==> src/rtl/usbh_pm_pkg.sv <==
package usbh_pm_pkg;

    typedef enum logic [1:0] {
        PWR_ON  = 2'b00,
        PWR_OFF = 2'b11
    } pwr_e;

    localparam logic ADDR_PWR  = 1'b0;
    localparam logic ADDR_STAT = 1'b1;

    localparam int STAT_PME_BIT    = 0;
    localparam int STAT_PAUSED_BIT = 1;
    localparam int STAT_PAUSE_BIT  = 2;

    typedef struct packed {
        pwr_e pwr;
        logic rst;
        logic pme;
    } pm_state_t;

endpackage

==> src/rtl/usbh_pm_state.sv <==
module usbh_pm_state
    import usbh_pm_pkg::*;
(
    input  logic       clk,
    input  logic       rst_n,
    input  logic       wr_pwr,
    input  logic       wr_stat,
    input  logic [1:0] code,
    input  logic       clr_pme,
    input  logic       wake_evt,
    output pwr_e       pwr_cur,
    output pwr_e       pwr_nxt,
    output logic       rst_pulse,
    output logic       pme
);
    pm_state_t st_d, st_q;

    always_comb begin
        st_d     = st_q;
        st_d.rst = 1'b0;
        if (wr_pwr) begin
            case (code)
                2'b00: begin
                    if (st_q.pwr == PWR_OFF) st_d.rst = 1'b1;
                    st_d.pwr = PWR_ON;
                end
                2'b11:   st_d.pwr = PWR_OFF;
                default: st_d.pwr = st_q.pwr;
            endcase
        end
        if (st_d.pwr == PWR_ON) begin
            st_d.pme = 1'b0;
        end else if (wake_evt) begin
            st_d.pme = 1'b1;
        end else if (wr_stat && clr_pme) begin
            st_d.pme = 1'b0;
        end
    end

    always_ff @(posedge clk or negedge rst_n) begin
        if (!rst_n) begin
            st_q <= '{pwr: PWR_ON, rst: 1'b0, pme: 1'b0};
        end else begin
            st_q <= st_d;
        end
    end

    assign pwr_cur   = st_q.pwr;
    assign pwr_nxt   = st_d.pwr;
    assign rst_pulse = st_q.rst;
    assign pme       = st_q.pme;
endmodule

==> src/rtl/usbh_pm_gate.sv <==
module usbh_pm_gate
    import usbh_pm_pkg::*;
#(
    parameter int NSRC = 2
) (
    input  logic            clk,
    input  logic            rst_n,
    input  pwr_e            pwr_nxt,
    input  logic [NSRC-1:0] req,
    input  logic            irq_raw,
    output logic [NSRC-1:0] ack,
    output logic [NSRC-1:0] abt,
    output logic            irq
);
    typedef struct packed {
        logic [NSRC-1:0] ack;
        logic [NSRC-1:0] abt;
        logic            irq;
    } gate_t;

    gate_t g_d, g_q;
    logic  on_nxt;

    assign on_nxt = (pwr_nxt == PWR_ON);

    always_comb begin
        g_d     = '0;
        g_d.irq = irq_raw && on_nxt;
        for (int i = 0; i < NSRC; i++) begin
            g_d.ack[i] = req[i] && on_nxt;
            g_d.abt[i] = req[i] && !on_nxt;
        end
    end

    always_ff @(posedge clk or negedge rst_n) begin
        if (!rst_n) g_q <= '0;
        else        g_q <= g_d;
    end

    assign ack = g_q.ack;
    assign abt = g_q.abt;
    assign irq = g_q.irq;
endmodule

==> src/rtl/usbh_pm_dma.sv <==
module usbh_pm_dma #(
    parameter int NDMA = 4
) (
    input  logic            clk,
    input  logic            rst_n,
    input  logic            wr_stat,
    input  logic            pause_wdata,
    input  logic [NDMA-1:0] req,
    input  logic [NDMA-1:0] done,
    output logic [NDMA-1:0] gnt,
    output logic            pause,
    output logic            paused
);
    typedef struct packed {
        logic            pause;
        logic [NDMA-1:0] busy;
        logic [NDMA-1:0] gnt;
    } dma_t;

    dma_t d_d, d_q;

    always_comb begin
        d_d       = d_q;
        d_d.pause = wr_stat ? pause_wdata : d_q.pause;
        for (int i = 0; i < NDMA; i++) begin
            d_d.gnt[i]  = req[i] && !d_q.busy[i] && !d_q.pause;
            d_d.busy[i] = (d_q.busy[i] && !done[i]) || d_d.gnt[i];
        end
    end

    always_ff @(posedge clk or negedge rst_n) begin
        if (!rst_n) d_q <= '0;
        else        d_q <= d_d;
    end

    assign gnt    = d_q.gnt;
    assign pause  = d_q.pause;
    assign paused = d_q.pause && (d_q.busy == '0);
endmodule

==> src/rtl/usbh_pm_frame.sv <==
module usbh_pm_frame #(
    parameter int FRAME_W = 11
) (
    input  logic               clk,
    input  logic               rst_n,
    input  logic               tick,
    output logic               sof,
    output logic [FRAME_W-1:0] fnum
);
    typedef struct packed {
        logic               sof;
        logic [FRAME_W-1:0] fnum;
    } frm_t;

    frm_t f_d, f_q;

    always_comb begin
        f_d     = f_q;
        f_d.sof = tick;
        if (tick) f_d.fnum = f_q.fnum + 1'b1;
    end

    always_ff @(posedge clk or negedge rst_n) begin
        if (!rst_n) f_q <= '0;
        else        f_q <= f_d;
    end

    assign sof  = f_q.sof;
    assign fnum = f_q.fnum;
endmodule

==> src/rtl/usbh_pm.sv <==
module usbh_pm
    import usbh_pm_pkg::*;
#(
    parameter int NSRC    = 2,
    parameter int NDMA    = 4,
    parameter int FRAME_W = 11
) (
    input  logic               clk,
    input  logic               rst_n,
    input  logic               cfg_wr,
    input  logic               cfg_rd,
    input  logic               cfg_addr,
    input  logic [7:0]         cfg_wdata,
    output logic [7:0]         cfg_rdata,
    input  logic [NSRC-1:0]    mmio_req,
    output logic [NSRC-1:0]    mmio_ack,
    output logic [NSRC-1:0]    mmio_abort,
    input  logic               irq_raw,
    output logic               irq_out,
    input  logic               wake_evt,
    output logic               pme_out,
    input  logic [NDMA-1:0]    dma_req,
    input  logic [NDMA-1:0]    dma_done,
    output logic [NDMA-1:0]    dma_gnt,
    output logic               dma_paused,
    input  logic               sof_tick,
    output logic               sof_out,
    output logic [FRAME_W-1:0] frame_num,
    output logic [1:0]         pwr_state,
    output logic               ctl_rst
);
    logic wr_pwr, wr_stat, pause_ctl;
    pwr_e pwr_cur, pwr_nxt;
    logic [7:0] rdata_d, rdata_q;
    logic unused_wdata;

    assign unused_wdata = ^cfg_wdata[7:3];
    assign wr_pwr  = cfg_wr && (cfg_addr == ADDR_PWR);
    assign wr_stat = cfg_wr && (cfg_addr == ADDR_STAT);

    usbh_pm_state u_state (
        .clk(clk), .rst_n(rst_n), .wr_pwr(wr_pwr), .wr_stat(wr_stat),
        .code(cfg_wdata[1:0]), .clr_pme(cfg_wdata[STAT_PME_BIT]),
        .wake_evt(wake_evt), .pwr_cur(pwr_cur), .pwr_nxt(pwr_nxt),
        .rst_pulse(ctl_rst), .pme(pme_out)
    );

    usbh_pm_gate #(.NSRC(NSRC)) u_gate (
        .clk(clk), .rst_n(rst_n), .pwr_nxt(pwr_nxt), .req(mmio_req),
        .irq_raw(irq_raw), .ack(mmio_ack), .abt(mmio_abort), .irq(irq_out)
    );

    usbh_pm_dma #(.NDMA(NDMA)) u_dma (
        .clk(clk), .rst_n(rst_n), .wr_stat(wr_stat),
        .pause_wdata(cfg_wdata[STAT_PAUSE_BIT]), .req(dma_req),
        .done(dma_done), .gnt(dma_gnt), .pause(pause_ctl), .paused(dma_paused)
    );

    usbh_pm_frame #(.FRAME_W(FRAME_W)) u_frame (
        .clk(clk), .rst_n(rst_n), .tick(sof_tick), .sof(sof_out), .fnum(frame_num)
    );

    always_comb begin
        rdata_d = rdata_q;
        if (cfg_rd) begin
            rdata_d = '0;
            if (cfg_addr == ADDR_PWR) begin
                rdata_d[1:0] = pwr_cur;
            end else begin
                rdata_d[STAT_PME_BIT]    = pme_out;
                rdata_d[STAT_PAUSED_BIT] = dma_paused;
                rdata_d[STAT_PAUSE_BIT]  = pause_ctl;
            end
        end
    end

    always_ff @(posedge clk or negedge rst_n) begin
        if (!rst_n) rdata_q <= '0;
        else        rdata_q <= rdata_d;
    end

    assign cfg_rdata = rdata_q;
    assign pwr_state = pwr_cur;
endmodule

==> config.mk <==
export PLATFORM = sky130hd
export DESIGN_NAME = usbh_pm
export DESIGN_NICKNAME = d
export VERILOG_FILES = /design/src/rtl/usbh_pm_pkg.sv /design/src/rtl/usbh_pm_state.sv /design/src/rtl/usbh_pm_gate.sv /design/src/rtl/usbh_pm_dma.sv /design/src/rtl/usbh_pm_frame.sv /design/src/rtl/usbh_pm.sv
export SDC_FILE = /design/constraint.sdc
export NUM_CORES = 1
export LEC_CHECK = 0
export CAP_MARGIN = 20
export CORE_MARGIN = 2
export CORE_UTILIZATION = 41
export CTS_CLUSTER_DIAMETER = 80
export DETAILED_ROUTE_END_ITERATION = 10
export GPL_ROUTABILITY_DRIVEN = 0
export MAX_ROUTING_LAYER = met4
export PLACE_DENSITY = 0.79
export SLEW_MARGIN = 15
export SYNTH_ARGS = -nofsm -noshare
export SYNTH_HDL_FRONTEND = slang
export SYNTH_SLANG_ARGS = --single-unit
==> constraint.sdc <==
create_clock -name clk -period 1.26 [get_ports clk]
set_input_delay 0.378 -clock clk [delete_from_list [all_inputs] [get_ports clk]]
set_output_delay 0.378 -clock clk [all_outputs]
set_load 0.02 [all_outputs]
==> results of run 1 <==
[cells in the mapped netlist, types with 4 or more instances]
master | instances | area share [%]
a21o_1 | 4 | 2.1
nand2_1 | 6 | 1.6
buf_4 | 9 | 4.8
and2_1 | 4 | 1.8
mux2_2 | 4 | 3.2
nor3b_1 | 5 | 2.7
nand4_1 | 4 | 1.8
xor2_1 | 5 | 3.1
inv_1 | 7 | 1.9
xnor2_1 | 5 | 3.1
dfrtp_1 | 33 | 59
nor2_1 | 5 | 1.3
[layout make-up]
type                    instances  area, um^2  area share [%]
repair buffers                 85         832            34.8
clock buffers                   5        37.5            1.57
clock inverters                 3        17.5           0.732
multi-input cells              70         583            24.4
flip-flops and latches         33         826            34.5
well taps                      46        57.6            2.41
inverters                       7        38.8            1.62
[critical path, stage by stage (launching register included)]
cell,delay (ns)
dfrtp_1,0.42
nor4_4,0.32
and2_4,0.20
buf_6,0.11
[power groups by stage]
stage	clock [mW]	sequential, mW	combinational [mW]
6_report	0.597	1.45	1.72
4_1_cts	0.604	1.43	1.66
2_1_floorplan	0	1.68	0.395
5_1_grt	0.669	1.47	1.83
3_5_place_dp	0	1.41	1.48
3_3_place_gp	0	1.40	1.43
[cell families (layout without fill, tap and decap cells)]
kind of cell / count (synthesis) / in the layout / share of synthesized area [%]
compound gates: 9 / 9 / 4.02
xor+xnor: 10 / 10 / 6.26
fa+ha+maj: 3 / 3 / 2.68
buf+inv: 17 / 100 / 7.51
flops: 33 / 33 / 59.0
mux: 6 / 6 / 4.65
other cells: 1 / 5 / 0.268
simple gates: 37 / 37 / 15.6
[layer usage]
metal  vias to the layer above  wire length [um]
met2                        42              1660
met5                         -                 0
li1                        544                 -
met3                         6               205
met4                         0                59
met1                       551              1380
[stage by stage]
step	setup WS (ns)	util (%)	power, mW
finish	-0.516	72.3	3.77
global route	-0.588	72.3	3.97
CTS	-0.524	70.1	3.70
detailed placement	-0.895	64.6	2.89
global placement	-0.848	64.6	2.83
floorplan	-0.130	-	2.08
[flip-flops by register name, summed over array words and instances (netlist names), 2 cells and up]
name,flops
u_gate.abt,2
cfg_rdata,3
u_state.pwr_cur,2
u_gate.ack,2
u_dma.d_q,4
u_frame.fnum,11
u_dma.gnt,4
[what timing repair did]
| action | 4_1_cts | 5_1_grt |
|---|---|---|
| pin swaps | 7 | 13 |
| setup buffers | 27 | 4 |
| cloned | 0 | 0 |
| gates resized for setup | 191 | 22 |
| endpoints found under the setup margin | 39 | 39 |
[worst max-delay path by stage]
stage | start | to | slack [ns] | depth (start not counted)
floorplan | cfg_wdata[1] | u_gate.ack[0] | -0.13 | 5
global placement | cfg_wdata[1] | u_gate.irq | -0.85 | 6
detailed placement | cfg_wdata[1] | u_gate.irq | -0.90 | 6
CTS | u_dma.d_q[4] | dma_paused | -0.52 | 3
global route | u_dma.d_q[5] | dma_paused | -0.59 | 3
finish | u_dma.d_q[5] | dma_paused | -0.52 | 3
==> impl_results.md, run 1 <==
- Status: finished with violations
- Violated checks: setup timing
- GRT Max-Usage Layer: met2
- Met3 usage: roughly 6.7%
- CORE AREA: around 0.0033 mm^2
- Yosys warning count: 0
- Peak VDD IR: 0.000812 V
- Type of origin of the critical path: register
- Power per cell area: around 1600 mW/mm^2
- Final period util: 141%
- Hold_ws: 0.354 ns
- Clock-pin transition on the worst setup and hold timing paths: 0.12 ns
- DRT antenna net count: 0
- DIE HEIGHT: 62.4 um
- Num CTS Buffers: 5
- Vias in the first global route: about 1200
- Detailed Route WL: between 3 and 4 mm
- I/O pin count: 60
- DP Area: 0.00214 mm^2
- Initial DRC Count: 17
- Placed Instances: 232
- Reg2reg end: u_frame.fnum[8]
- Post-route cell area: 0.00239 mm^2
- Die width: 62.4 um
- R2R Setup Slk: 0.04 ns
- Switching component of the power: 1.31 mW
- Final net count: 231
- Ys async rst share: 100%
- Critical Path End Type: output pin
- Number of detailed-route iterations in the first pass: 4
- Final setup TNS: -0.908 ns
- Antenna diodes: 0
- Clock Power Share: 15.8%
- HP Class: input port to register
- Synth Instances: 116
- Die ar.: 0.00390 mm^2
- Finish-stage setup viols: 19
- RSZ-0062 raised after global routing: yes
- Tmin final: 1.78 ns
- Fin. Hold Viols: 0
- Row cnt: 21
- First-pass GRT wire length: 5.41 mm
- Skew final: 0.0174 ns
- P_int: 2.46 mW
- Final Slew Violations: 0
- Sink Count: 33
- Largest net degree at the start of global routing: 34
- Cts hold-fix bufs: 0
- Port Buffers: 49
- CTS tree: built
- Initial antenna violation count: 0
- Fill cells: 254
- GR Util met2: 30.2%
- Routed WL per cell: between 10 and 15 um
- Combinational share of power: a little under half
- H-tree depth: 2
- Setup Crit Path Kind: register to output pin
- DRC Markers: 0
- Max-Cap Viols: 0
- Max Root-Sink Buffers: 2
- Crit path max fanout: 2
- Synth Cell Area: 0.00140 mm^2
- Hold Path Cell Cnt: 2
- Most common cell after layout, fill and taps aside: buf_6
- FF+latch count, synth: 33
- Synth Flop Type: dfrtp_1
- Layout Area Growth over Synthesis: 70.9%
- WHS Endpoint: u_frame.sof
- Reg2Reg Depth: 5
- Mean Syn Cell Area: 12.1 um^2
- Ratio of cells with drive above 1 in the final layout: roughly 46%
- Synth unique cells: 27
- Switching Share: a little over a third
- Vias per cell: 4.59
- Gr ovfl total: 0
- GRT Util Overall: 18.4%
- Hold Crit Start: sof_tick
- Sequential-to-total area share from yosys stat: 59.0%
- Initial Util: 42.3%
- CTS root buf: clkbuf_4
- Sequential share of power: 38.5%
- Final Non-Filler Cells: 249
- Dpl hpwl: roughly 2.2 mm
- Worst setup margin: -0.516 ns
- Fmax: 563 MHz
- Pleak: 1.19 nW
- Worst path required time: between 0.8 and 0.9 ns
- Met1 usage: 20.6%
- Most frequent cells in the layout: buf_6 (37), dfrtp_1 (33), buf_4 (28), clkdlybuf4s50_1 (15), nand2_1 (6)
- Latest clock arrival within the worst-skew pair: 0.36 ns
- FF-to-FF Start: u_frame.fnum[0]
- WP data arrival: about 1.4 ns
- EDFF count, synth: 0
- Via count: 1143
Power figures use the tool's default switching activity.
==> run 2: changes to the inputs <==
--- a/config.mk
+++ b/config.mk
@@ -6,7 +6,7 @@
 export NUM_CORES = 1
 export LEC_CHECK = 0
 export CAP_MARGIN = 20
-export CORE_MARGIN = 2
+export CORE_MARGIN = 3
 export CORE_UTILIZATION = 41
 export CTS_CLUSTER_DIAMETER = 80
 export DETAILED_ROUTE_END_ITERATION = 10
==> impl_results.md, run 2 (synthesis results as in run 1) <==
- Critical Path End Type: output pin
- Flip-flop count of the largest register after layout: 11 (unchanged)
- Initial antenna violation count: 0 (unchanged)
- RSZ-0062 raised after global routing: yes
- Pleak: 1.19 nW (about the same)
- R2R Setup Slk: 0.01 ns (-0.03 ns)
- Multi-input logic area: 588 um^2 (+0.86%)
- Switching Share: 33.5% (-1.3 points)
- Hold_ws: 0.277 ns (-0.0765 ns)
- Final period util: 139% (-2.3 points)
- Number of detailed-route iterations in the first pass: 4 (unchanged)
- FF-to-FF Start: u_dma.d_q[5]
- Combinational share of power: 43.1% (-2.6 points)
- Dpl hpwl: 2.41 mm (+9.3%)
- Row cnt: 20 (-4.8%)
- Violated checks: setup timing
- Skew final: 0.0182 ns (+0.000819 ns)
- Fin. Hold Viols: 0 (unchanged)
- CTS root buf: clkbuf_4
- Crit path to: dma_paused
- H-tree depth: 2 (unchanged)
- Hold Path Cell Cnt: 1 (-1)
- Most frequent cells in the layout: dfrtp_1 (33), buf_6 (33), buf_4 (30), clkdlybuf4s50_1 (15), nand2_1 (6)
- Initial Util: 44.4% (+2.1 points)
- CORE AREA: 0.00315 mm^2 (-4.8%)
- First-pass GRT wire length: 5.93 mm (+9.7%)
- Total chip power: 3.97 mW (+5.3%)
- DIE HEIGHT: 64.4 um (+3.2%)
- CTS tree: built
- P_int: 2.64 mW (+7.3%)
- Sink Count: 33 (unchanged)
- Peak VDD IR: 0.000949 V (+17%)
- Num CTS Buffers: 5 (unchanged)
- Layout Area Growth over Synthesis: 71.9%
- Antenna diodes: 0 (unchanged)
- I/O pin count: 60 (unchanged)
- DRC Markers: 0 (unchanged)
- Detailed Route WL: 3.64 mm (+10%)
- Fmax: 573 MHz (+1.7%)
- Largest net degree at the start of global routing: 34 (unchanged)
- Initial DRC Count: 20 (+3)
- Critical Path Source: u_dma.d_q[5]
- Routed WL per cell: 14.8 um (+12%)
- Status: finished with violations
- Vias per cell: 4.73 (+3.0%)
- Max Root-Sink Buffers: 2 (unchanged)
- Via count: 1158 (+1.3%)
- Die ar.: 0.00415 mm^2 (+6.5%)
- HP Class: input port to register
- Vias in the first global route: 1272 (+4.1%)
- Reg2Reg Depth: 5 (unchanged)
- Max-Cap Viols: 0 (unchanged)
- Final net count: 229 (-0.87%)
- Latest clock arrival within the worst-skew pair: 0.35 ns (about the same)
- Switching component of the power: 1.33 mW (+1.4%)
- Worst setup margin: -0.487 ns (+0.0294 ns)
- Util after Layout: 76.3% (+4.0 points)
- Type of origin of the critical path: register
- Tmin final: 1.75 ns (-0.0294 ns)
- Power per cell area: 1650 mW/mm^2 (+4.7%)
- Ratio of cells with drive above 1 in the final layout: 46.8% (+0.46 points)
- Clock Power Share: 20.4% (+4.6 points)
- Gr ovfl total: 0 (unchanged)
- Setup Crit Path Kind: register to output pin
- GRT Util Overall: 19.9% (+1.5 points)
- Final Slew Violations: 0 (unchanged)
- Die width: 64.4 um (+3.2%)
- Final setup TNS: -0.738 ns (+0.169 ns)
- DRT antenna net count: 0 (unchanged)
- Pre-CTS WS: -0.934 ns (-0.0389 ns)
- Clock-pin transition on the worst setup and hold timing paths: 0.11 ns (about the same)
- Reg area: 826 um^2 (unchanged)
- Finish-stage setup viols: 17 (-2)
- Crit path max fanout: 2 (unchanged)
- WP data arrival: 1.37 ns (-0.03 ns)
- Fill cells: 218 (-14%)
- Cts hold-fix bufs: 0 (unchanged)
- Reg2reg end: cfg_rdata[1]
- Port Buffers: 49 (unchanged)
- Sequential share of power: 36.5% (-2.0 points)
- Worst path required time: 0.88 ns (about the same)
[run 2: power groups by stage]
stage | combinational, mW | clock [mW] | sequential [mW]
detailed placement | 1.49 | 0 | 1.41
CTS | 1.60 | 0.815 | 1.44
finish | 1.71 | 0.808 | 1.45
floorplan | 0.395 | 0 | 1.68
global placement | 1.44 | 0 | 1.40
global route | 1.85 | 0.871 | 1.48
[run 2: routing by layer]
| metal | track usage, % | wire length (um) |
|---|---|---|
| met1 | 19.1 | 1340 |
| met2 | 37.1 | 2010 |
| met3 | 6.24 | 214 |
| met4 | 7.39 | 69 |
| met5 | - | 0 |
[run 2: worst min path at each step]
| stage | slack, ns | startpoint | endpoint |
|---|---|---|---|
| 2_1_floorplan | 0.08 | rst_n | cfg_rdata[0] |
| 3_3_place_gp | 0.53 | cfg_rdata[1] | cfg_rdata[1] |
| 3_5_place_dp | 0.53 | u_frame.fnum[10] | u_frame.fnum[10] |
| 4_1_cts | 0.39 | rst_n | u_frame.fnum[6] |
| 5_1_grt | 0.26 | sof_tick | u_frame.sof |
| 6_report | 0.28 | sof_tick | u_frame.sof |
[run 2: cell type report]
type,instances,share of cell area (%)
sequential,33,34.3
timing repair buffer,83,33.7
clock inverter,3,1.92
multi-input combinational,70,24.4
clock buffer,5,1.56
inverter,7,1.72
tap,44,2.29
[run 2: metrics by stage]
| stage | area, um^2 | cells |
|---|---|---|
| floorplan | 1450 | 120 |
| global placement | 2130 | 230 |
| detailed placement | 2130 | 230 |
| CTS | 2310 | 243 |
| global route | 2410 | 245 |
| finish | 2410 | 245 |
[run 2: critical path, cell delays in order (launching register included)]
cell and delay (ns):
dfrtp_1 0.43, nor4_4 0.30, and2_4 0.19, buf_6 0.11
[run 2: repair_timing]
action	4_1_cts	5_1_grt
cloned	0	0
buffers inserted	6	3
pin swaps	7	11
resized for setup	187	22
endpoints found under the hold margin	0	0
setup endpoints to repair	39	41
==> run 3: changes to the inputs <==
--- a/config.mk
+++ b/config.mk
@@ -6,12 +6,12 @@
 export NUM_CORES = 1
 export LEC_CHECK = 0
 export CAP_MARGIN = 20
+export CORE_ASPECT_RATIO = 1.25
 export CORE_MARGIN = 3
 export CORE_UTILIZATION = 41
 export CTS_CLUSTER_DIAMETER = 80
 export DETAILED_ROUTE_END_ITERATION = 10
 export GPL_ROUTABILITY_DRIVEN = 0
-export MAX_ROUTING_LAYER = met4
 export PLACE_DENSITY = 0.79
 export SLEW_MARGIN = 15
 export SYNTH_ARGS = -nofsm -noshare
==> impl_results.md, run 3 (synthesis results as in run 1) <==
- Status: finished with violations
- Violated checks: setup timing
- WP data arrival: 1.27 ns (-0.10 ns)
- R2R Setup Slk: 0.02 ns (about the same)
- Vias in the first global route: 1108 (-13%)
- Power per cell area: 1650 mW/mm^2 (+0.26%)
- Port Buffers: 49 (unchanged)
- Worst path max stage delay: 0.40 ns (-0.03 ns)
- Initial Util: 43.1% (-1.3 points)
- Crit path max fanout: 2 (unchanged)
- Reg2reg end: u_gate.irq
- WHS Endpoint: u_frame.sof
- Multi-input logic area: 559 um^2 (-4.9%)
- I/O pin count: 60 (unchanged)
- Via count: 1094 (-5.5%)
- Final period util: 131% (-8.0 points)
- Row cnt: 23 (+15%)
- Cts hold-fix bufs: 0 (unchanged)
- Fmax: 607 MHz (+6.1%)
- Flip-flop count of the largest register after layout: 11 (unchanged)
- Hold Crit Start: sof_tick
- Most common cell after layout, fill and taps aside: dfrtp_1
- Fin. Hold Viols: 0 (unchanged)
- GRT Util Overall: 15.1% (-4.9 points)
- Peak VDD IR: 0.00136 V (+43%)
- Placed Instances: 222 (-3.5%)
- Skew final: 0.00160 ns (-0.0166 ns)
- Largest net degree at the start of global routing: 34 (unchanged)
- Final setup TNS: -0.452 ns (+0.286 ns)
- DRC Markers: 0 (unchanged)
- Final Slew Violations: 0 (unchanged)
- Initial DRC Count: 30 (+50%)
- Dpl hpwl: 2.24 mm (-7.0%)
- CTS root buf: clkbuf_8
- HP Class: input port to register
- RSZ-0062 raised after global routing: yes
- CORE AREA: 0.00325 mm^2 (+3.1%)
- Routed WL per cell: 12.8 um (-14%)
- Sink Count: 33 (unchanged)
- DRT antenna net count: 0 (unchanged)
- Pleak: 1.14 nW (-4.2%)
- H-tree depth: 2 (unchanged)
- Final net count: 225 (-1.7%)
- Layout Area Growth over Synthesis: 55.3%
- DIE HEIGHT: 71.3 um (+11%)
- Max Root-Sink Buffers: 2 (unchanged)
- Worst path required time: 0.88 ns (about the same)
- Initial antenna violation count: 0 (unchanged)
- Ratio of cells with drive above 1 in the final layout: 44.2% (-2.6 points)
- Num CTS Buffers: 5 (unchanged)
- Pre-CTS WS: -0.953 ns (-0.0185 ns)
- Setup Crit Path Kind: register to output pin
- Clock-pin transition on the worst setup and hold timing paths: 0.06 ns (-0.05 ns)
- Latest clock arrival within the worst-skew pair: 0.27 ns (-0.08 ns)
- Antenna diodes: 0 (unchanged)
- Detailed Route WL: 3.00 mm (-18%)
- CTS tree: built
- Die width: 58.3 um (-9.6%)
- First-pass GRT wire length: 4.75 mm (-20%)
- Most frequent cells in the layout: dfrtp_1 (33), buf_2 (28), buf_4 (24), clkdlybuf4s50_1 (15), buf_6 (7)
- CP Cell Sequence: nor4_4 -> and2_4 -> buf_6
- Critical Path End Type: output pin
- Number of detailed-route iterations in the first pass: 4 (unchanged)
- Finish-stage setup viols: 5 (-12)
- Vias per cell: 4.68 (-1.1%)
- Fill cells: 259 (+19%)
- Reg area: 826 um^2 (unchanged)
- Family with the most delay on the worst path: simple AND/OR/NAND/NOR gates
- Max-Cap Viols: 0 (unchanged)
- CP Buf/Inv Count: 1 (unchanged)
- Type of origin of the critical path: register
- Gr ovfl total: 0 (unchanged)
- Reg2Reg Depth: 4 (-1)
- Final Non-Filler Cells: 234 (-4.5%)
- Die ar.: 0.00416 mm^2 (+0.11%)
- Worst setup margin: -0.386 ns (+0.100 ns)
- Hold Path Cell Cnt: 2 (+1)
- Worst path slowest cell: dfrtp_1
- Tmin final: 1.65 ns (-0.100 ns)
- FF-to-FF Start: u_state.pwr_cur[0]
[run 3: how the worst max path moves through the flow]
stage / from / to / slack [ns] / depth (start not counted)
after floorplan: cfg_wdata[1] / u_gate.ack[0] / -0.13 / 5
after global placement: cfg_wdata[1] / u_gate.irq / -0.86 / 6
after detailed placement: cfg_wdata[1] / u_gate.ack[1] / -0.95 / 6
after CTS: u_dma.d_q[4] / dma_paused / -0.43 / 3
after global routing: u_dma.d_q[5] / dma_paused / -0.44 / 3
final: u_dma.d_q[5] / dma_paused / -0.39 / 3
[run 3: layout make-up]
class,count,share of cell area (%)
clock buffers,6,3.34
repair buffers,79,28.5
clock inverters,2,0.460
well taps,37,2.13
flip-flops and latches,33,38.0
multi-input cells,70,25.7
inverters,7,1.90
[run 3: where the power goes]
group          switching, mW  internal (mW)  leakage (nW)
Combinational          0.711          0.747         0.672
Sequential             0.127           1.27         0.423
Clock                  0.354          0.382        0.0450
[run 3: timing repair]
item,CTS,global route
setup endpoints to repair,39,13
pin swaps,5,11
buffers inserted,2,4
hold endpoints to repair,0,0
gates resized for setup,141,11
[run 3: metal layers]
metal | vias to the layer above | part of all wire [%] | global-route usage (%)
met5 | - | 0 | 0
met4 | 0 | 0.77 | 3.87
met3 | 2 | 8.7 | 6.13
met2 | 35 | 55 | 27.3
met1 | 523 | 36 | 15.7
li1 | 534 | - | -
[run 3: stage by stage]
step / total power [mW] / utilization [%] / instance area, um^2 / hold WS (ns)
6_report: 3.60 / 66.9 / 2170 / 0.442
5_1_grt: 3.79 / 66.9 / 2170 / 0.473
3_3_place_gp: 2.84 / 65.1 / 2120 / 0.506
4_1_cts: 3.52 / 65.1 / 2120 / 0.467
2_1_floorplan: 2.08 / - / 1450 / 0.0824
3_5_place_dp: 2.88 / 65.1 / 2120 / 0.530
[run 3: worst register-to-register path, delay by kind of cell (launching register included)]
family        cells  cell delay (ns)
mux               1             0.21
simple gates      2             0.44
flops             1             0.39
buf+inv           1             0.15
